`config.mk`:
```
export PLATFORM = sky130hd
export DESIGN_NAME = rnd_unit
export DESIGN_NICKNAME = d
export VERILOG_FILES = /design/src/rtl/rnd_pkg.sv /design/src/rtl/rnd_bump_decide.sv /design/src/rtl/rnd_incr.sv /design/src/rtl/rnd_unit.sv
export SDC_FILE = /design/constraint.sdc
export NUM_CORES = 1
export LEC_CHECK = 0
export CORE_UTILIZATION = 43
export DETAILED_ROUTE_END_ITERATION = 16
export PLACE_DENSITY_LB_ADDON = 0.15
export RECOVER_POWER = 25
export SLEW_MARGIN = 20
export SYNTH_ARGS = -nofsm -noshare
export SYNTH_HDL_FRONTEND = slang
export SYNTH_SLANG_ARGS = --single-unit
```
`constraint.sdc`:
```
create_clock -name clk -period 6 [get_ports clk]
set_input_delay 1.2 -clock clk [delete_from_list [all_inputs] [get_ports clk]]
set_output_delay 1.2 -clock clk [all_outputs]
set_load 0.005 [all_outputs]
```
`src/rtl/rnd_pkg.sv`:
```
package rnd_pkg;

    typedef enum logic [1:0] {
        RND_NEAR_EVEN = 2'b00,
        RND_TO_NEG    = 2'b01,
        RND_TO_POS    = 2'b10,
        RND_TO_ZERO   = 2'b11
    } rnd_mode_e;

endpackage

```
`src/rtl/rnd_bump_decide.sv`:
```
module rnd_bump_decide
    import rnd_pkg::*;
(
    input  logic      sign,
    input  logic      lsb,
    input  logic      guard,
    input  logic      sticky,
    input  rnd_mode_e mode,
    output logic      bump,
    output logic      lost
);
    logic below_any;
    logic half_or_more_odd;

    always_comb begin
        below_any        = guard | sticky;
        half_or_more_odd = guard & (sticky | lsb);
        lost             = below_any;
        unique case (mode)
            RND_NEAR_EVEN: bump = half_or_more_odd;
            RND_TO_NEG:    bump = sign & below_any;
            RND_TO_POS:    bump = ~sign & below_any;
            default:       bump = 1'b0;
        endcase
    end

endmodule

```
`src/rtl/rnd_incr.sv`:
```
module rnd_incr #(
    parameter int W = 8
) (
    input  logic [W-1:0] a,
    input  logic         inc,
    output logic [W-1:0] sum,
    output logic         cout
);
    logic [W:0] chain;

    assign chain[0] = inc;

    for (genvar i = 0; i < W; i++) begin : g_bit
        assign sum[i]     = a[i] ^ chain[i];
        assign chain[i+1] = a[i] & chain[i];
    end

    assign cout = chain[W];

endmodule

```
`src/rtl/rnd_unit.sv`:
```
module rnd_unit
    import rnd_pkg::*;
#(
    parameter int INT_W  = 4,
    parameter int FRAC_W = 8,
    localparam int MAG_W = INT_W + FRAC_W
) (
    input  logic             clk,
    input  logic             rst_n,
    input  logic             in_valid,
    input  logic             in_sign,
    input  logic [MAG_W-1:0] in_mag,
    input  logic             in_guard,
    input  logic             in_sticky,
    input  logic [1:0]       in_mode,
    output logic             out_valid,
    output logic [MAG_W-1:0] out_mag,
    output logic             out_carry,
    output logic             out_inexact
);
    typedef struct packed {
        logic             vld;
        logic [MAG_W-1:0] mag;
        logic             carry;
        logic             inexact;
    } rnd_state_t;

    rnd_state_t st_d, st_q;

    logic             bump;
    logic             lost;
    logic [MAG_W-1:0] sum;
    logic             cout;
    rnd_mode_e        mode_e;

    assign mode_e = rnd_mode_e'(in_mode);

    rnd_bump_decide u_decide (
        .sign   (in_sign),
        .lsb    (in_mag[0]),
        .guard  (in_guard),
        .sticky (in_sticky),
        .mode   (mode_e),
        .bump   (bump),
        .lost   (lost)
    );

    rnd_incr #(.W(MAG_W)) u_incr (
        .a    (in_mag),
        .inc  (bump),
        .sum  (sum),
        .cout (cout)
    );

    always_comb begin
        st_d     = st_q;
        st_d.vld = in_valid;
        if (in_valid) begin
            st_d.mag     = sum;
            st_d.carry   = cout;
            st_d.inexact = lost;
        end
    end

    always_ff @(posedge clk) begin
        if (!rst_n) begin
            st_q <= '0;
        end else begin
            st_q <= st_d;
        end
    end

    assign out_valid   = st_q.vld;
    assign out_mag     = st_q.mag;
    assign out_carry   = st_q.carry;
    assign out_inexact = st_q.inexact;

endmodule

```
Word-level counts from Yosys, hierarchy flattened
Index checks and enable logic that the tools add are counted.
Operators by class
  equality and inequality tests: 2
  muxes and demuxes: 1
  bitwise operators: 30
  reduce and logical (&&, ||, !) cells: 1
Operators by type and width (count)
  1-bit bitwise AND: 15
  1-bit bitwise XOR: 12
  1-bit one-hot mux with 3 select lines: 1
  2-bit by 1-bit == test with 1-bit output, second input constant: 1
  2-bit == test, second input constant: 1
  2-bit logical NOT: 1
  1-bit bitwise OR: 2
  1-bit NOT: 1
Storage, ports and cells
  register bits after elaboration: 15
  output and inout bits: 15

Logic depth before layout (Yosys ltp)
  depth in word-level cells: 15
  gate-level depth with buffers: 18

Hierarchy
Synthesis repeated with hierarchy kept, for this count alone.
Second synthesis, totals
  cell total of the unflattened synthesis: 69
  area total of the unflattened synthesis: 808.3 um^2
By module, submodules not included
  rnd_unit: instances 1, cells each 47, area each 570.5 um^2
  rnd_incr: instances 1, cells each 12, area each 150.1 um^2
  rnd_bump_decide: instances 1, cells each 10, area each 87.6 um^2

Worst setup path after synthesis
Ideal clock, no wire load.
  kind: input to register
  from: input port in_mode[0]
  to: register st_q, in the netlist out_mag[11]
  arrival: 3967 ps
  path slack: 1916 ps
  cell stages on the path: 18
  path buffers: 0
  cells stage by stage: inv_1 -> ha_1 -> xnor2_1 -> o32ai_1 -> ha_1 -> ha_1 -> ha_1 -> ha_1 -> ha_1 -> ha_1 -> ha_1 -> ha_1 -> ha_1 -> ha_1 -> ha_1 -> ha_1 -> mux2i_1 -> nor2_1
Between the ends
  longest elaborated chain between the ends: 14
  elaborated cells between the ends (all ways): 16
RTL lines
  from (decl): RTL line rnd_unit.sv:15  | input logic [1:0] in_mode,
  2-bit == test, or another cell as far along: RTL line rnd_bump_decide.sv:19  | unique case (mode)
  1-bit one-hot mux with 3 select lines *: RTL line rnd_bump_decide.sv:19
  1-bit bitwise AND * (11 in a row): RTL line rnd_incr.sv:15  | assign chain[i+1] = a[i] & chain[i];
  1-bit bitwise XOR *: RTL line rnd_incr.sv:14  | assign sum[i] = a[i] ^ chain[i];
  net sum[11]: RTL line rnd_unit.sv:32  | logic [MAG_W-1:0] sum;
  to (signal assigned): RTL line rnd_unit.sv:69  | st_q <= st_d;
  to (decl): RTL line rnd_unit.sv:28  | rnd_state_t st_d, st_q;
The timed path passes the listed nets; every way through them passes the cells marked *.
A chain may end at the register's enable or synchronous reset.

Worst setup path after layout
Ends and elaborated chain as after synthesis.

==> flow_summary.yaml <==
worst_hold_path:
  holdPathStages: 2
  min_from: "out_mag[11]"
  min_path_type: "reg -> reg"
  min_to: "out_mag[11]"
cts:
  cts.root.buffer_cell: "clkbuf_4"
  clock_latency_ps: 280
  cts.repair.resized: 0
  ctsLongestPathBuffers: 2
  cts_tree: "built"
  h-tree-depth: 1
  clock_sinks: 15
  postCtsSetupBuffers: 0
  hold_buffers: 0
  path_clk_slew_ps: 90
  cts_inserted_buffers: 3
synth:
  ys_seq_elements: 15
  ys_top_cells_by_area: "dfxtp_1, ha_1, mux2i_1"
  syn_nets: 105
  post_synth_fa_ha_maj_area_fraction_pct: 24.4
  yosysWarnings: 0
  synth_cell_types: 14
  synth_top_area_share_pct: 39.1
  syn_inst: 70
  yosys.area_share.simple_pct: 9.12
  netlist_area_sq_um: 768
  synth_top_family_by_area: "adder cells"
  async_reset_ff_share_pct: 0
  synth_compound_area_share_pct: 3.09
  syn_area_per_cell_sq_um: 11.0
  ys_top_cells_by_count: "dfxtp_1, ha_1, nor2_1"
  synth-edff-count: 0
  synth_seq_area_share_pct: 39.1
  synthXorXnorAreaFrac_pct: 1.14
  muxShareOfSynthArea_pct: 16.9
  yosysTopAreaCell: "dfxtp_1"
  synth_ff_type: "dfxtp_1"
detailed_routing:
  firstDrtPassIters: 6
  wl_per_cell_um: 11.6
  vias_per_cell: 4.68
  vias: 604
  drt-initial-drc-count: 16
  ant_nets: 0
  drc: 0
  finalWirelength_mm: 1.50
critical_path:
  regToRegSetupSlack_ps: 5310
  worstSetupEndpointType: "flop"
  slowest_delay_ps: 480
  cp.arrival_ps: 4630
  r2r_start: "out_inexact"
  slowest_stage: "clkdlybuf4s50_1"
  path_max_fanout: 2
  r2r-end: "out_inexact"
  worstPathRequired_ps: 6170
  crit_path_frequent_cell: "ha_1"
  crit_chain: "clkdlybuf4s50_1 -> inv_1 -> ha_1 -> nand2b_1 -> o32ai_1 -> ha_1 -> ha_1 -> ha_1 -> ha_1 -> ha_1 -> ha_1 -> ha_1 -> ha_1 -> ha_1 -> ha_1 -> ha_1 -> ha_1 -> mux2i_1 -> nor2_1"
  rr_worst_depth: 2
  start_kind: "input pin"
  path_class: "in -> reg"
die:
  coreArea_sq_um: 1590
  io_pins: 35
  dieArea_sq_um: 1960
  initial_core_util_pct: 48.2
  die_x_um: 44.3
  die_y_um: 44.3
  num_rows: 14
finish:
  nNetsFinal: 141
  n_antenna_cell: 0
  area_growth_pct: 47.1
  final_core_util_pct: 70.9
  drive_above_1_share_pct: 4.76
  num-fill-cells: 122
sta:
  hold_ws_ps: 496
  fmax_ghz: 0.224
  slew_violations: 0
  min_period_ps: 4460
  finalSetupViolCount: 0
  period_share_pct: 74.3
  relSlewSlack_pct: 43.1
  hold_viol: 0
  tightest_slew_ps: 850
  rsz0062_at_grt: "false"
  clock_skew_ps: 0
  fin_ws_ps: 1540
  tns_ps: 0
run_status:
  outcome: "finished clean"
pwr:
  p_int_mw: 0.160
  p_clk_share_pct: 27.3
  switching_share_pct: 24.6
  share_seq_of_total_power_pct: 51.4
  finalPower_mw: 0.212
  pwr-share-comb_pct: 21.3
  irDropWorstVdd_mv: 0.140
  p_leak_nw: 0.546
  p_switching_mw: 0.0521
  powerDensity_nw_per_um2: 187
global_route:
  grt_pass1_wl_mm: 2.48
  grtUsageTotal_pct: 17.5
  grt_overflow_total: 0
  grt_max_degree: 17
  antenna_found_initial: 0
  grt_pass1_vias: 610
place:
  gp_congestion: 0.725
  hpwlAfterDp_mm: 1.18
  place_ws_ps: 1210
  port_buffers: 34
job:
  maxCapViolations: 0
power by group through the flow:
| stage | Clock (mW) | Combinational [mW] | Sequential [mW] |
|---|---|---|---|
| after floorplan | 0 | 0.0193 | 0.111 |
| after global placement | 0 | 0.0455 | 0.111 |
| after detailed placement | 0 | 0.0469 | 0.111 |
| after CTS | 0.0612 | 0.0470 | 0.109 |
| after global routing | 0.0653 | 0.0498 | 0.109 |
| final | 0.0578 | 0.0450 | 0.109 |
sequential cells by signal, summed over array words and instances (netlist names):
name	flops
out_inexact	1
out_valid	1
out_mag	12
out_carry	1
how the worst max path moves through the flow:
stage | startpoint | endpoint | slack, ps | cells past startpoint
final | in_mode[0] | out_mag[11] | 1540 | 19
after global routing | in_mode[0] | out_mag[11] | 1390 | 19
after CTS | in_mode[0] | out_mag[11] | 1520 | 19
after detailed placement | in_mode[0] | out_mag[11] | 1210 | 19
after global placement | in_mode[0] | out_mag[11] | 1310 | 19
after floorplan | in_mode[0] | out_mag[11] | 1920 | 18
critical path: cells and delay by family:
| kind | cells | cell delay (ps) |
|---|---|---|
| buffers and inverters | 2 | 540 |
| and+or+nand+nor | 2 | 130 |
| AOI/OAI and AO/OA | 1 | 100 |
| adders and majority gates | 13 | 2520 |
| muxes | 1 | 130 |
routing by layer:
layer	up-vias	track usage, %	share of wire [%]	wire length (um)
met5	-	0	0	0
met4	0	5.45	1.3	19
met3	2	5.31	5.1	76
met2	20	32.4	53	794
met1	274	18.9	40	604
li1	308	-	-	-
through the flow:
stage	instance area (sq um)	cells
after floorplan	768	70
after global placement	1100	125
after detailed placement	1100	125
after CTS	1130	129
after global routing	1130	129
final	1130	129
cell usage in the layout, fill, tap and decap left out, types with 3 or more instances in the layout:
cell type | synthesis | final
dlygate4sd3_1 | 0 | 7
clkbuf_4 | 0 | 3
clkdlybuf4s50_1 | 0 | 27
nor2_1 | 15 | 15
dfxtp_1 | 15 | 15
mux2i_1 | 13 | 13
inv_1 | 3 | 3
ha_1 | 15 | 15
area by class of cell:
| class | count | area, sq um | area share, % |
|---|---|---|---|
| well taps | 24 | 30.0 | 2.66 |
| multi-input cells | 49 | 420 | 37.2 |
| clock buffers | 3 | 22.5 | 1.99 |
| flip-flops and latches | 15 | 300 | 26.6 |
| inverters | 3 | 11.3 | 0.997 |
| clock inverters | 1 | 5.00 | 0.443 |
| repair buffers | 34 | 340 | 30.1 |
kinds of logic after synthesis:
family / count (synthesis)
compound gates: 3
flops: 15
xor+xnor: 1
simple gates: 17
mux: 13
buf+inv: 6
fa+ha+maj: 15
Power figures use the tool's default switching activity.
